### src/rtl/lsa_pkg.sv
package lsa_pkg;
  localparam int unsigned BYTE_W = 8;

  typedef enum logic {
    ACC_BYTE = 1'b0,
    ACC_WORD = 1'b1
  } acc_size_e;
endpackage

### src/rtl/lsa_pipe_stage.sv
module lsa_pipe_stage #(
  parameter int unsigned W = 8
) (
  input  logic         clk,
  input  logic         rst_n,
  input  logic         valid_i,
  output logic         ready_o,
  input  logic [W-1:0] data_i,
  output logic         valid_o,
  input  logic         ready_i,
  output logic [W-1:0] data_o
);
  logic         full_q;
  logic [W-1:0] data_q;

  assign ready_o = !full_q || ready_i;
  assign valid_o = full_q;
  assign data_o  = data_q;

  always_ff @(posedge clk or negedge rst_n) begin
    if (!rst_n) begin
      full_q <= 1'b0;
      data_q <= '0;
    end else if (ready_o) begin
      full_q <= valid_i;
      if (valid_i) data_q <= data_i;
    end
  end

  AST_STALL_HOLDS: assert property (@(posedge clk) disable iff (!rst_n)
    (valid_o && !ready_i) |=> (valid_o && $stable(data_o)));
  AST_READY_RULE: assert property (@(posedge clk) disable iff (!rst_n)
    (!valid_o) |-> ready_o);
endmodule

### src/rtl/lsa_addr_gen.sv
module lsa_addr_gen #(
  parameter int unsigned ADDR_W = 32,
  parameter int unsigned IMM_W  = 16,
  parameter int unsigned LANES  = 4,
  localparam int unsigned OFS_W = $clog2(LANES)
) (
  input  logic [ADDR_W-1:0] base_i,
  input  logic [IMM_W-1:0]  imm_i,
  input  logic              is_word_i,
  output logic [ADDR_W-1:0] addr_o,
  output logic [OFS_W-1:0]  ofs_o,
  output logic              misalign_o
);
  logic [ADDR_W-1:0] imm_ext;
  logic [ADDR_W-1:0] eff;

  // displacement is signed; the sum wraps at the address width
  assign imm_ext    = {{(ADDR_W-IMM_W){imm_i[IMM_W-1]}}, imm_i};
  assign eff        = base_i + imm_ext;
  assign ofs_o      = eff[OFS_W-1:0];
  assign addr_o     = {eff[ADDR_W-1:OFS_W], {OFS_W{1'b0}}};
  assign misalign_o = is_word_i && (ofs_o != '0);
endmodule

### src/rtl/lsa_store_lane.sv
module lsa_store_lane
  import lsa_pkg::*;
#(
  parameter int unsigned DATA_W = 32,
  localparam int unsigned LANES = DATA_W / BYTE_W,
  localparam int unsigned OFS_W = $clog2(LANES)
) (
  input  logic [DATA_W-1:0] wdata_i,
  input  logic [OFS_W-1:0]  ofs_i,
  input  logic              is_word_i,
  input  logic              write_i,
  input  logic              misalign_i,
  output logic [LANES-1:0]  be_o,
  output logic [DATA_W-1:0] data_o
);
  // big-endian: lane g (bits g*8 up) is addressed by offset LANES-1-g
  for (genvar g = 0; g < LANES; g++) begin : g_lane
    localparam logic [OFS_W-1:0] LANE_OFS = OFS_W'(LANES - 1 - g);
    assign be_o[g] = write_i && !misalign_i && (is_word_i || (ofs_i == LANE_OFS));
    assign data_o[g*BYTE_W +: BYTE_W] = is_word_i ? wdata_i[g*BYTE_W +: BYTE_W]
                                                  : wdata_i[BYTE_W-1:0];
  end
endmodule

### src/rtl/lsa_load_extract.sv
module lsa_load_extract
  import lsa_pkg::*;
#(
  parameter int unsigned DATA_W = 32,
  localparam int unsigned LANES = DATA_W / BYTE_W,
  localparam int unsigned OFS_W = $clog2(LANES)
) (
  input  logic [DATA_W-1:0] rdata_i,
  input  logic [OFS_W-1:0]  ofs_i,
  input  logic              is_word_i,
  output logic [DATA_W-1:0] data_o,
  output logic              err_o
);
  logic [BYTE_W-1:0] lane [LANES];
  logic [OFS_W-1:0]  lane_idx;
  logic [BYTE_W-1:0] sel;

  for (genvar g = 0; g < LANES; g++) begin : g_split
    assign lane[g] = rdata_i[g*BYTE_W +: BYTE_W];
  end

  assign lane_idx = OFS_W'(LANES - 1) - ofs_i;
  assign sel      = lane[lane_idx];
  assign err_o    = is_word_i && (ofs_i != '0);

  always_comb begin
    if (is_word_i) data_o = err_o ? '0 : rdata_i;
    else           data_o = {{(DATA_W-BYTE_W){sel[BYTE_W-1]}}, sel};
  end
endmodule

### src/rtl/lsa_aligner.sv
module lsa_aligner
  import lsa_pkg::*;
#(
  parameter int unsigned ADDR_W = 32,
  parameter int unsigned DATA_W = 32,
  parameter int unsigned IMM_W  = 16,
  localparam int unsigned LANES = DATA_W / BYTE_W,
  localparam int unsigned OFS_W = $clog2(LANES)
) (
  input  logic              clk,
  input  logic              rst_n,
  input  logic              req_valid,
  output logic              req_ready,
  input  logic              req_write,
  input  logic              req_word,
  input  logic [ADDR_W-1:0] req_base,
  input  logic [IMM_W-1:0]  req_imm,
  input  logic [DATA_W-1:0] req_wdata,
  output logic              mem_valid,
  input  logic              mem_ready,
  output logic [ADDR_W-1:0] mem_addr,
  output logic              mem_write,
  output logic [LANES-1:0]  mem_be,
  output logic [DATA_W-1:0] mem_wdata,
  output logic              mem_err,
  input  logic              rsp_valid,
  output logic              rsp_ready,
  input  logic              rsp_word,
  input  logic [OFS_W-1:0]  rsp_ofs,
  input  logic [DATA_W-1:0] rsp_rdata,
  output logic              ld_valid,
  input  logic              ld_ready,
  output logic [DATA_W-1:0] ld_data,
  output logic              ld_err
);
  localparam int unsigned CMD_W = ADDR_W + 1 + LANES + DATA_W + 1;
  localparam int unsigned LD_W  = DATA_W + 1;

  acc_size_e req_sz, rsp_sz;
  assign req_sz = acc_size_e'(req_word);
  assign rsp_sz = acc_size_e'(rsp_word);

  // ---------------- store / command path ----------------
  logic [ADDR_W-1:0] ag_addr;
  logic [OFS_W-1:0]  ag_ofs;
  logic              ag_misalign;
  logic [LANES-1:0]  st_be;
  logic [DATA_W-1:0] st_data;
  logic [CMD_W-1:0]  cmd_d, cmd_q;

  lsa_addr_gen #(.ADDR_W(ADDR_W), .IMM_W(IMM_W), .LANES(LANES)) u_addr_gen (
    .base_i     (req_base),
    .imm_i      (req_imm),
    .is_word_i  (req_sz == ACC_WORD),
    .addr_o     (ag_addr),
    .ofs_o      (ag_ofs),
    .misalign_o (ag_misalign)
  );

  lsa_store_lane #(.DATA_W(DATA_W)) u_store_lane (
    .wdata_i    (req_wdata),
    .ofs_i      (ag_ofs),
    .is_word_i  (req_sz == ACC_WORD),
    .write_i    (req_write),
    .misalign_i (ag_misalign),
    .be_o       (st_be),
    .data_o     (st_data)
  );

  assign cmd_d = {ag_addr, req_write, st_be, st_data, ag_misalign};

  lsa_pipe_stage #(.W(CMD_W)) u_cmd_stage (
    .clk     (clk),
    .rst_n   (rst_n),
    .valid_i (req_valid),
    .ready_o (req_ready),
    .data_i  (cmd_d),
    .valid_o (mem_valid),
    .ready_i (mem_ready),
    .data_o  (cmd_q)
  );

  assign {mem_addr, mem_write, mem_be, mem_wdata, mem_err} = cmd_q;

  // ---------------- load result path ----------------
  logic [DATA_W-1:0] lx_data;
  logic              lx_err;
  logic [LD_W-1:0]   ld_q;

  lsa_load_extract #(.DATA_W(DATA_W)) u_load_extract (
    .rdata_i   (rsp_rdata),
    .ofs_i     (rsp_ofs),
    .is_word_i (rsp_sz == ACC_WORD),
    .data_o    (lx_data),
    .err_o     (lx_err)
  );

  lsa_pipe_stage #(.W(LD_W)) u_ld_stage (
    .clk     (clk),
    .rst_n   (rst_n),
    .valid_i (rsp_valid),
    .ready_o (rsp_ready),
    .data_i  ({lx_data, lx_err}),
    .valid_o (ld_valid),
    .ready_i (ld_ready),
    .data_o  (ld_q)
  );

  assign {ld_data, ld_err} = ld_q;

  // ---------------- assertions ----------------
  AST_ADDR_WORD_ALIGNED: assert property (@(posedge clk) disable iff (!rst_n)
    mem_valid |-> (mem_addr[OFS_W-1:0] == '0));
  AST_STORE_ENABLES: assert property (@(posedge clk) disable iff (!rst_n)
    (mem_valid && mem_write && !mem_err) |-> ((mem_be == '1) || ($countones(mem_be) == 1)));
  AST_MISALIGN_NO_WRITE: assert property (@(posedge clk) disable iff (!rst_n)
    (mem_valid && mem_err) |-> (mem_be == '0));
  AST_LOAD_NO_ENABLE: assert property (@(posedge clk) disable iff (!rst_n)
    (mem_valid && !mem_write) |-> (mem_be == '0));
  AST_BAD_LOAD_ZERO: assert property (@(posedge clk) disable iff (!rst_n)
    (ld_valid && ld_err) |-> (ld_data == '0));
  AST_ACCEPT_LATENCY: assert property (@(posedge clk) disable iff (!rst_n)
    (req_valid && req_ready) |=> mem_valid);
endmodule

### config.mk
export PLATFORM = sky130hd
export DESIGN_NAME = lsa_aligner
export DESIGN_NICKNAME = d
export VERILOG_FILES = /design/src/rtl/lsa_pkg.sv /design/src/rtl/lsa_pipe_stage.sv /design/src/rtl/lsa_addr_gen.sv /design/src/rtl/lsa_store_lane.sv /design/src/rtl/lsa_load_extract.sv /design/src/rtl/lsa_aligner.sv
export SDC_FILE = /design/constraint.sdc
export NUM_CORES = 1
export LEC_CHECK = 0
export ABC_AREA = 1
export BUFFER_PORTS_ARGS = -buffer_cell sky130_fd_sc_hd__clkbuf_2
export CAP_MARGIN = 40
export CELL_PAD_IN_SITES_DETAIL_PLACEMENT = 2
export CELL_PAD_IN_SITES_GLOBAL_PLACEMENT = 2
export CORE_MARGIN = 1.5
export CORE_UTILIZATION = 30
export CTS_BUF_LIST = sky130_fd_sc_hd__clkbuf_8
export DETAILED_ROUTE_END_ITERATION = 12
export GPL_TIMING_DRIVEN = 0
export HOLD_SLACK_MARGIN = 0.05
export PLACE_DENSITY_LB_ADDON = 0.1
export SLEW_MARGIN = 30
export SYNTH_ARGS = -nofsm -noshare
export SYNTH_HDL_FRONTEND = slang
export SYNTH_HIERARCHICAL = 1
export SYNTH_SLANG_ARGS = --single-unit
### constraint.sdc
create_clock -name clk -period 3.2 [get_ports clk]
set_clock_uncertainty 0.1 [all_clocks]
set_input_delay 0.16 -clock clk [delete_from_list [all_inputs] [get_ports clk]]
set_output_delay 0.16 -clock clk [all_outputs]
set_load 0.01 [all_outputs]
After elaboration in Yosys (flattened, before gate mapping)
Cells that the tools add are included.
- logic and storage cells: 40
- output and inout port bits: 107
- input bits: 123
- register bits after elaboration: 103
- mux-type cells: 8
- bitwise logic cells: 1
- $lt $le $gt $ge: 1
- reductions and logical operators: 21
- equality and inequality tests: 3
- add/subtract/negate cells: 2
- operators with widths (cell ; number):
    32-bit 2-to-1 mux ; 2
    8-bit 2-to-1 mux ; 5
    32-bit adder ; 1
    8-bit binary-select mux with 2-bit select ; 1
    1-bit logical AND ; 7
    1-bit logical OR ; 6
    2-bit == test (second input constant) ; 2
    2-bit AND reduction ; 2
    2-bit nonzero test ; 2
    3-bit >= comparator (second input constant) ; 1
    1-bit logical NOT ; 3
    2-bit inverter with 3-bit output ; 1
    2-bit by 1-bit == test with 1-bit output (second input constant) ; 1
    2-bit logical NOT ; 1
    2-bit subtractor (first input constant) ; 1

Depth between registers and ports, before layout
Gate-level depths: netlist of run 1.
- depth after elaboration: 6
- mapped depth: 14
- depth with buffers taken out: 14

Modules after synthesis
Netlist of run 1, hierarchy kept.
- by module, submodules not included (module ; times used ; area each (µm²) ; cells each ; seq. area each (µm²)):
    lsa_pipe_stage at u_cmd_stage ; 1 ; 2836.5 ; 307 ; 1776.7
    lsa_addr_gen ; 1 ; 2411.1 ; 498 ; 0.0
    lsa_pipe_stage at u_ld_stage ; 1 ; 1370.1 ; 147 ; 850.8
    lsa_load_extract ; 1 ; 737.0 ; 173 ; 0.0
    lsa_store_lane ; 1 ; 361.6 ; 82 ; 0.0

Least setup slack after synthesis of run 1
Ideal clock, no wire load.
- kind: in2reg
- from: input req_base[0]
- to: register u_cmd_stage.data_q[66], in the netlist u_cmd_stage/data_o[66]
- cell stages on the path: 14
- arrival time: 1.566 ns
- setup slack: 1.417 ns
- buffers on the path: 0
- cell sequence: ha_1 fa_1 nand3_1 nand3_2 nand2_1 nand2_2 nand2_1 nand2_2 nand2_1 nand2_1 nand2_1 nand2_1 nand3_1 nand2_1
- longest elaborated chain between the ends: 1
- RTL lines (element ; RTL line ; RTL):
    start: declaration ; lsa_aligner.sv:16 ; input logic [ADDR_W-1:0] req_base,
    32-bit adder ; lsa_addr_gen.sv:19 ; assign eff = base_i + imm_ext;
    net ag_addr[28] ; lsa_aligner.sv:44 ; logic [ADDR_W-1:0] ag_addr;
    end signal: assignment ; lsa_pipe_stage.sv:26 ; if (valid_i) data_q <= data_i;
    end: declaration ; lsa_pipe_stage.sv:14 ; logic [W-1:0] data_q;
The timed path passes the listed nets, and every way through them passes these cells.
A chain may end at the register's enable or synchronous reset.

Final worst setup path of run 1
- from: input req_imm[15]
- to: register u_cmd_stage.data_q[62], in the netlist u_cmd_stage/data_o[62]
- longest elaborated chain between the ends: 1
- RTL lines (element ; RTL line ; RTL):
    start: declaration ; lsa_aligner.sv:17 ; input logic [IMM_W-1:0] req_imm,
    32-bit adder ; lsa_addr_gen.sv:19 ;
    net ag_addr[24] ; lsa_aligner.sv:44 ;
The timed path passes the listed nets, and every way through them passes these cells.

==> impl_metrics.csv, run 1 <==
group,metric,value,unit
synth,synth.yosys.seq_area_share,34.1,%
floorplan,ioPinCount,230,
grt,grt_antenna_before_repair,0,
layout,final_nets,1661,
sta,min_period,1.89,ns
synth,synth_cell_type_count,29,
route,detail_route.first_pass.iterations,4,
clocking,tritoncts,"built",
layout,reg_area,2630,sq um
route,num_vias,8689,
synth,post_synth_instance_area,7720,sq um
setup_path,cp.arrival,2.13,ns
route,drtIter0Drc,366,
place,dp.cells,1764,
synth,netlist.area_leader.share,34.1,%
floorplan,core-area,25200,sq um
layout,multi_input_comb_area,4110,sq um
setup_path,worstRegToRegCells,4,
grt,grt.total_usage,24.2,%
layout,layoutNonFillerInstCount,1841,
grt,grt.overflow.total,0,
sta,report.final.setup_viol,0,
synth,synthesis.area_per_instance,6.39,sq um
setup_path,crit_required,3.43,ns
synth,synthDominantAreaCellType,"dfrtp_1",
floorplan,floorplan.die_area,26700,sq um
sta,final_hold_viol_count,0,
layout,final_common_cell,"nand2_1",
place,gp_congestion,0.823,
synth,synthCells,1207,
clocking,clk_pin_slew_worst_paths,0.11,ns
sta,final.period_utilization,59.2,%
route,detail-route-antenna-nets,0,
pwr,cellLeakagePower,6.30,nW
sta,setup_tns,0,ns
synth,synth-edff-count,0,
setup_path,r2r_start,"u_ld_stage/valid_o",
sta,grt_setup_unrepaired,"false",
place,numPortBuffers,225,
synth,yosys-top-cells-area,"dfrtp_1 34%, nand2_1 29%, nand3_1 9.2%, inv_1 6.9%, ha_1 5.0%",
grt,grt_pass1_wl,50300,microns
place,detailedPlacementHpwl,23500,microns
floorplan,die_y,163,microns
synth,yosys_warn_count,6,
grt,grt_pass1_vias,9448,
sta,max_clock_freq,0.528,GHz
floorplan,fp.dieW,163,microns
worst_hold_path,hp-start,"rsp_rdata[18]",
layout,layout-drive-gt1-share,22.0,%
setup_path,r2r_path_end,"u_ld_stage/data_o[31]",
route,detail_route.drc_violations,0,
clocking,cts_repair_resize_count,0,
worst_hold_path,hold_path_class,"primary input to flip-flop",
route,drt_wl_cell,17.1,microns
place,place_worst_setup_slack,0.850,ns
pwr,power_per_cell_area,408,nW/um^2
layout,filler_cell_count,3141,
layout,area_growth,30.8,%
synth,ys_ff_latch,105,
floorplan,total_number_of_placement_rows,58,
synth,synth_top_flop_cell,"dfrtp_1",
clocking,cts_root_buf,"clkbuf_8",
setup_path,path_class,"primary input to flip-flop",
sta,finalWorstSetupSlack,1.31,ns
outcome,run_status,"finished clean",
clocking,max-clock-path-buffers,2,
sta,maxSlewViolCount,0,
setup_path,worst_setup_path_startpoint,"req_imm[15]",
setup_path,timing.critical_path.from_type,"primary input",
route,postRouteWirelength,31500,microns
clocking,cts.sinks,105,
worst_hold_path,cell_count_of_the_worst_hold_path,5,
pwr,power.total,4.12,mW
setup_path,ff2ff_setup_slack,1.78,ns
layout,layout_common_cells,"604 x nand2_1, 224 x clkbuf_2, 144 x inv_1",
synth,synth_async_sr_flop_share,100,%
route,post_drt_via_cell_ratio,4.72,
pwr,vdd_drop_max,183,uV
grt,largest_net_degree_at_the_start_of_global_routing,69,
clocking,clkLatencyLatePin,0.38,ns
layout,num_antenna_cells,0,
floorplan,initial_utilization,30.6,%
setup_path,end_kind,"flip-flop",
worst_hold_path,hold_worst_path_end,"u_ld_stage/data_o[19]",
clocking,cts_buffers,9,
flow_run,cap_violations,0,
setup_path,cp_max_fo,17,
clocking,h-tree-depth,3,
==> layer usage <==
metal | vias to the layer above | GRT usage (%) | routed length, microns
met3 | 37 | 2.31 | 977
li1 | 4256 | - | -
met2 | 178 | 44.9 | 16400
met4 | 0 | 6.76 | 678
met1 | 4218 | 29.4 | 13400
met5 | - | 0 | 0
==> power by group <==
part	internal, mW	leakage [nW]	switching (mW)
clock network	0.356	0.103	0.494
logic	0.597	4.88	0.993
registers	1.54	1.32	0.138
total	2.50	6.30	1.63
==> layout make-up <==
class                      instances  area share (%)
timing repair buffer             287            17.6
inverter                         148            5.55
tap                              330            4.09
buffer                            55            4.15
sequential                       105            26.0
clock inverter                     7           0.620
clock buffer                       9            1.23
multi-input combinational        900            40.8
==> worst max path at each step <==
stage,slack [ns],endpoint,cells after the start
final,1.31,u_cmd_stage/data_o[62],12
after global routing,1.15,u_cmd_stage/data_o[68],12
after CTS,1.28,u_cmd_stage/data_o[62],12
after detailed placement,0.85,u_cmd_stage/data_o[62],12
after global placement,0.22,u_cmd_stage/data_o[58],1
after floorplan,1.42,u_cmd_stage/data_o[66],14
==> worst max-delay path, stage by stage <==
cell and delay (ns):
clkbuf_2 0.26, ha_1 0.51, nand2_1 0.11, inv_1 0.09
nand2_1 0.10, nor3_1 0.25, nand3_1 0.21, nand3_1 0.13
nand2_1 0.05, nand2_1 0.10, nand3_1 0.09, nand2_1 0.08
==> cell usage after synthesis (2+ instances only) <==
master    number
nand2_1      604
nand3_1      142
inv_1        141
dfrtp_1      105
nor2_1        41
ha_1          31
buf_2         23
a21oi_1       22
buf_6         17
buf_4         15
nand2_2       15
xor2_1        14
inv_2          5
nand2_4        5
nand3_2        4
nand4_1        3
nor3_1         3
inv_4          2
nor2_2         2
nor3_2         2
o21bai_1       2
xnor2_1        2
==> per-stage QoR <==
stage          util (%)  hold slack, ns  instance area, sq um
2_1_floorplan         -          -0.236                  7720
3_3_place_gp       36.8           0.333                  9260
3_5_place_dp       36.9          0.0119                  9300
4_1_cts            40.1          0.0546                 10100
5_1_grt            40.1          0.0888                 10100
6_report           40.1          0.0487                 10100
==> cell families after synthesis <==
group	Yosys count	share of synthesized area (%)
buffers and inverters	203	12.7
XOR/XNOR	16	1.82
AO/OA/AOI/OAI	27	1.93
other	1	0.0486
flip-flops	105	34.1
AND/OR/NAND/NOR	823	44.2
adder cells (fa/ha/maj)	32	5.29
==> sequential cells by signal, summed over array words and instances (netlist names) <==
register	cells
u_cmd_stage/valid_o	1
u_cmd_stage/data_o	70
u_ld_stage/valid_o	1
u_ld_stage/data_o	33
==> timing repair <==
| item | in CTS | in global routing |
|---|---|---|
| hold buffers | 61 | 0 |
| setup buffers | 0 | 0 |
| hold endpoints to repair | 165 | 0 |
No activity file was read; power rests on OpenSTA's default activity.
==> run 2, diff against run 1 <==
- CORE_UTILIZATION: 30 -> 28
- clock period: 3.2 -> 1.9 ns (I/O delays scaled with it)
==> run 2 against run 1 <==
Net effect: clock power grew 65%; cell count rose by 2.2%; highest routed layer unchanged; critical endpoint is now u_cmd_stage/data_o[20]; via count rose by 1.7%.
==> impl_metrics.csv, run 2 (same netlist as run 1, synthesis figures left out) <==
group,metric,value,unit
sta,final.period_utilization,96.5,%
grt,grt_antenna_before_repair,0,
setup_path,worst_setup_path_startpoint,"req_word",
floorplan,initial_utilization,28.6,%
grt,largest_net_degree_at_the_start_of_global_routing,72,
layout,largest_register_ffs,70,
layout,layout_common_cells,"604 x nand2_1, 223 x clkbuf_2, 142 x nand3_1",
grt,grt_pass1_vias,9606,
pwr,power_per_cell_area,667,nW/um^2
setup_path,worstRegToRegCells,4,
route,detail-route-antenna-nets,0,
setup_path,crit_path_max_incr_delay,0.56,ns
place,place_worst_setup_slack,-0.419,ns
grt,grt.total_usage,22.3,%
clocking,clk_pin_slew_worst_paths,0.12,ns
setup_path,ff2ff_setup_slack,0.44,ns
grt,grt.overflow.total,0,
pwr,cellLeakagePower,6.40,nW
setup_path,timing.critical_path.from_type,"primary input",
setup_path,cp.arrival,2.03,ns
route,drtIter0Drc,308,
sta,min_period,1.83,ns
floorplan,floorplan.die_area,28600,sq um
worst_hold_path,cell_count_of_the_worst_hold_path,7,
pwr,power.total,6.96,mW
clocking,cts_setup_buffers,0,
place,numPortBuffers,225,
sta,setup_tns,0,ns
route,drt_wl_cell,16.6,microns
route,num_vias,8841,
sta,final_hold_viol_count,0,
setup_path,r2r_start,"u_ld_stage/valid_o",
worst_hold_path,hold_worst_path_end,"u_ld_stage/data_o[2]",
clocking,cts_root_buf,"clkbuf_8",
place,dp.cells,1775,
worst_hold_path,hold_path_class,"primary input to flip-flop",
route,post_drt_via_cell_ratio,4.70,
floorplan,fp.dieW,169,microns
flow_run,cap_violations,0,
setup_path,r2r_path_end,"u_ld_stage/data_o[0]",
worst_hold_path,hp-start,"rsp_ofs[1]",
clocking,cts.sinks,105,
grt,grt_pass1_wl,50200,microns
setup_path,path_class,"primary input to flip-flop",
setup_path,cp_max_fo,10,
layout,area_growth,35.2,%
outcome,run_status,"finished clean",
setup_path,end_kind,"flip-flop",
place,gp_congestion,0.783,
sta,maxSlewViolCount,0,
floorplan,core-area,27000,sq um
floorplan,total_number_of_placement_rows,60,
layout,layoutNonFillerInstCount,1881,
clocking,tritoncts,"built",
layout,final_common_cell,"nand2_1",
setup_path,slowest_stage,"dlygate4sd3_1",
clocking,clkLatencyLatePin,0.39,ns
floorplan,ioPinCount,230,
layout,num_antenna_cells,0,
sta,grt_setup_unrepaired,"true",
sta,max_clock_freq,0.545,GHz
layout,final_nets,1690,
setup_path,critPathMostFrequentCell,"nand2_1",
sta,report.final.setup_viol,0,
setup_path,critical_path_cell_list,"dlygate4sd3_1 > clkbuf_2 > buf_6 > inv_2 > buf_6 > nand2_1 > nand2_1 > dlygate4sd3_1 > nand3_1 > nand2_1",
route,detail_route.drc_violations,0,
pwr,vdd_drop_max,285,uV
layout,layout-drive-gt1-share,22.3,%
layout,filler_cell_count,3400,
clocking,cts_buffers,9,
floorplan,die_y,169,microns
place,detailedPlacementHpwl,23800,microns
setup_path,crit_required,2.10,ns
sta,finalWorstSetupSlack,0.0661,ns
clocking,h-tree-depth,3,
clocking,max-clock-path-buffers,2,
route,detail_route.first_pass.iterations,5,
route,postRouteWirelength,31200,microns
==> run 2: cell types whose count changed in the layout (fill, tap and decap cells not counted), sizes merged <==
cell         before  now
clkinv            1    3
dlygate4sd3      61   89
inv             152  150
bufinv            1    0
clkbuf          234  235
buf              56   57
==> run 2: what timing repair did <==
action | in CTS | in global routing
endpoints found under the hold margin | 176 | 0
resized for setup | 0 | 9
hold buffers | 90 | 0
endpoints found under the setup margin | 0 | 8
==> run 2: layout make-up <==
type                       count  area [sq um]  share of cell area [%]
clock buffer                  10           138                    1.32
sequential                   105          2630                    25.2
inverter                     148           561                    5.37
buffer                        55           419                    4.02
timing repair buffer         316          2080                    19.9
multi-input combinational    900          4130                    39.6
tap                          341           427                    4.09
clock inverter                 6          50.0                   0.480
==> run 2: stage by stage <==
step,area (sq um),hold WS [ns],util [%]
3_3_place_gp,9270,0.275,34.3
3_5_place_dp,9310,-0.0682,34.4
4_1_cts,10400,0.0750,38.5
6_report,10400,0.0983,38.6
2_1_floorplan,7720,-0.301,-
5_1_grt,10400,0.128,38.6
==> run 2: worst max-delay path: cells and delay by family <==
| kind | cells | cell delay (ns) |
|---|---|---|
| and+or+nand+nor | 4 | 0.42 |
| buffers and inverters | 6 | 1.53 |
==> run 2: where the power goes <==
group	internal (mW)	leakage [nW]	switching, mW
Sequential	2.60	1.32	0.233
Combinational	1.06	4.99	1.66
Clock	0.530	0.0948	0.875
==> run 2: worst max-delay path by stage <==
stage,end,slack (ns),cells past startpoint
finish,u_cmd_stage/data_o[20],0.07,10
detailed placement,u_cmd_stage/data_o[68],-0.42,12
global route,u_cmd_stage/data_o[62],-0.03,12
floorplan,u_cmd_stage/data_o[66],0.18,14
CTS,u_cmd_stage/data_o[68],0.0003,12
global placement,u_ld_stage/data_o[25],-1.05,1
==> run 2: routing by layer <==
layer | global-route usage [%] | routed length [microns] | vias up | share of wire, %
li1 | - | - | 4313 | -
met3 | 2.15 | 793 | 50 | 2.5
met2 | 41.4 | 16200 | 171 | 52
met5 | 0 | 0 | - | 0
met1 | 26.9 | 13500 | 4307 | 43
met4 | 7.35 | 779 | 0 | 2.5
==> run 3, diff against run 2 <==
==> constraint.sdc (replaced) <==
create_clock -name clk -period 1.9 [get_ports clk]
set_clock_uncertainty 0.1 [all_clocks]
set_input_delay 0.19 -clock clk [delete_from_list [all_inputs] [get_ports clk]]
set_output_delay 0.19 -clock clk [all_outputs]
set_load 0.01 [all_outputs]
==> run 3 against run 2 <==
Net effect: register-to-register slack improved by 0.15 ns; critical endpoint is now u_cmd_stage/data_o[58]; global-route usage decreased by 1.4 points; largest cell class unchanged; non-clock buffer count shrank 48; critical path depth rose by 5; sequential share of layout area grew 1.1 points; die area stayed put; setup slack improved by 0.13 ns; final area down 4.3%; clock-buffer cell count stayed put.
==> impl_metrics.csv, run 3 (same netlist as run 1, synthesis figures left out) <==
group,metric,value,unit
outcome,run_status,"finished clean",
route,detail-route-antenna-nets,0,
setup_path,ff2ff_setup_slack,0.59,ns
pwr,part_of_the_total_power_dissipated_in_the_clock_network,20.5,%
sta,maxSlewViolCount,0,
layout,largest_register_ffs,70,
clocking,cts_root_buf,"clkbuf_8",
flow_run,cap_violations,0,
route,detail_route.first_pass.iterations,5,
worst_hold_path,hold_path_class,"primary input to flip-flop",
layout,layout_common_cells,"604 x nand2_1, 223 x clkbuf_2, 142 x nand3_1",
layout,filler_cell_count,3461,
layout,final_area,9980,sq um
layout,area_growth,29.3,%
pwr,power_per_cell_area,685,nW/um^2
pwr,pwr-share-comb,38.1,%
place,dpl-instance-area,9310,sq um
floorplan,initial_utilization,28.6,%
worst_hold_path,cell_count_of_the_worst_hold_path,5,
sta,setup_tns,0,ns
floorplan,die_y,169,microns
grt,largest_net_degree_at_the_start_of_global_routing,72,
setup_path,critical_path_cell_list,"clkbuf_2 > ha_2 > fa_2 > nand3_1 > nand3_2 > nand2_1 > nand2_2 > nand2_1 > nand2_2 > nand2_1 > nand2_1 > nand2_1 > nand2_1 > nand3_1 > nand2_1",
layout,num_antenna_cells,0,
clocking,clk_pin_slew_worst_paths,0.11,ns
route,drtIter0Drc,259,
grt,grt_pass1_vias,9007,
pwr,pwr-share-seq,41.4,%
layout,final_nets,1642,
floorplan,floorplan.die_area,28600,sq um
route,post_drt_via_cell_ratio,4.63,
clocking,h-tree-depth,3,
layout,layout-drive-gt1-share,23.3,%
setup_path,cp.arrival,1.90,ns
sta,grt_setup_unrepaired,"false",
setup_path,critPathMostFrequentCell,"nand2_1",
pwr,vdd_drop_max,296,uV
route,detail_route.drc_violations,0,
setup_path,crit_path_max_incr_delay,0.41,ns
setup_path,end_kind,"flip-flop",
grt,grt_pass1_wl,47100,microns
setup_path,r2r_start,"u_cmd_stage/valid_o",
route,num_vias,8494,
clocking,max-clock-path-buffers,2,
clocking,cts.sinks,105,
floorplan,fp.dieW,169,microns
clocking,tritoncts,"built",
pwr,internal_power,4.12,mW
sta,max_clock_freq,0.588,GHz
setup_path,slowest_stage,"fa_2",
worst_hold_path,hp-start,"rsp_rdata[23]",
clocking,clkLatencyLatePin,0.39,ns
floorplan,total_number_of_placement_rows,60,
sta,min_period,1.70,ns
sta,final.period_utilization,89.5,%
place,detailedPlacementHpwl,23800,microns
sta,final_hold_viol_count,0,
grt,grt.overflow.total,0,
worst_hold_path,hold_worst_path_end,"u_ld_stage/data_o[24]",
pwr,switching_share,39.7,%
sta,report.final.setup_viol,0,
layout,final_common_cell,"nand2_1",
grt,grt.total_usage,20.9,%
clocking,cts_buffers,9,
place,numPortBuffers,225,
grt,grt_antenna_before_repair,0,
floorplan,core-area,27000,sq um
pwr,cellLeakagePower,6.21,nW
setup_path,timing.critical_path.from_type,"primary input",
place,gp_congestion,0.783,
route,drt_wl_cell,15.9,microns
setup_path,cp_max_fo,4,
setup_path,worstRegToRegCells,5,
pwr,power_switching,2.71,mW
setup_path,crit_required,2.10,ns
setup_path,path_class,"primary input to flip-flop",
floorplan,ioPinCount,230,
route,postRouteWirelength,29100,microns
setup_path,r2r_path_end,"u_cmd_stage/data_o[8]",
[run 3: cell types whose count changed in the layout (fill, tap and decap cells not counted)]
cell           change
ha_2               +1
a21oi_2            +1
ha_4               +2
clkbuf_4           -1
buf_6              +1
ha_1               -3
dlygate4sd3_1     -48
buf_12             -1
nor3_2             +1
nor3_1             -1
a21oi_1            -1
buf_4              +1
[run 3: worst max-delay path by stage]
stage | start | to
after floorplan | req_base[0] | u_cmd_stage/data_o[66]
after global placement | rst_n | u_ld_stage/data_o[25]
after detailed placement | req_imm[15] | u_cmd_stage/data_o[68]
after CTS | req_base[0] | u_cmd_stage/data_o[58]
after global routing | req_imm[15] | u_cmd_stage/data_o[68]
final | req_base[0] | u_cmd_stage/data_o[58]
[run 3: critical path, delay by kind of cell]
family / cells / cell delay [ns]
AND/OR/NAND/NOR: 12 / 0.99
adder cells (fa/ha/maj): 2 / 0.63
buffers and inverters: 1 / 0.08
[run 3: power groups by stage]
stage | sequential, mW | combinational [mW] | clock (mW)
after global placement | 2.86 | 2.49 | 0
after detailed placement | 2.87 | 2.57 | 0
after CTS | 2.83 | 2.65 | 1.48
after floorplan | 3.01 | 1.27 | 0
after global routing | 2.87 | 2.95 | 1.55
final | 2.83 | 2.61 | 1.40
[run 3: repair_timing]
action	4_1_cts	5_1_grt
endpoints found under the setup margin	3	7
setup buffers	0	1
gates resized for setup	6	11
hold buffers	41	0
pin swaps	0	1
endpoints found under the hold margin	147	0
[run 3: area by class of cell]
class                   count  area, sq um  area share (%)
inverters                 148          561            5.62
plain buffers              55          419            4.20
flip-flops and latches    105         2630            26.3
well taps                 341          427            4.28
clock buffers              10          138            1.38
repair buffers            268         1590            15.9
clock inverters             6         50.0           0.502
multi-input cells         900         4170            41.8
[run 3: per-stage QoR]
stage	power (mW)	setup WS [ns]	hold WS, ns	util, %	std cells
floorplan	4.28	0.0870	-0.206	-	1208
CTS	6.96	0.0319	0.0503	36.8	1832
finish	6.83	0.199	0.0718	36.9	1833
global route	7.37	0.00278	0.0697	36.9	1833
global placement	5.34	-1.15	0.354	34.3	1774
detailed placement	5.44	-0.514	0.0268	34.4	1775
[run 3: metal layers]
metal | part of all wire (%) | global-route usage [%] | vias to the layer above | wire [microns]
li1 | - | - | 4215 | -
met5 | 0 | 0 | - | 0
met1 | 45 | 26.2 | 4104 | 13100
met3 | 2.4 | 1.66 | 28 | 692
met4 | 1.8 | 5.58 | 0 | 517
met2 | 51 | 38.5 | 147 | 14900
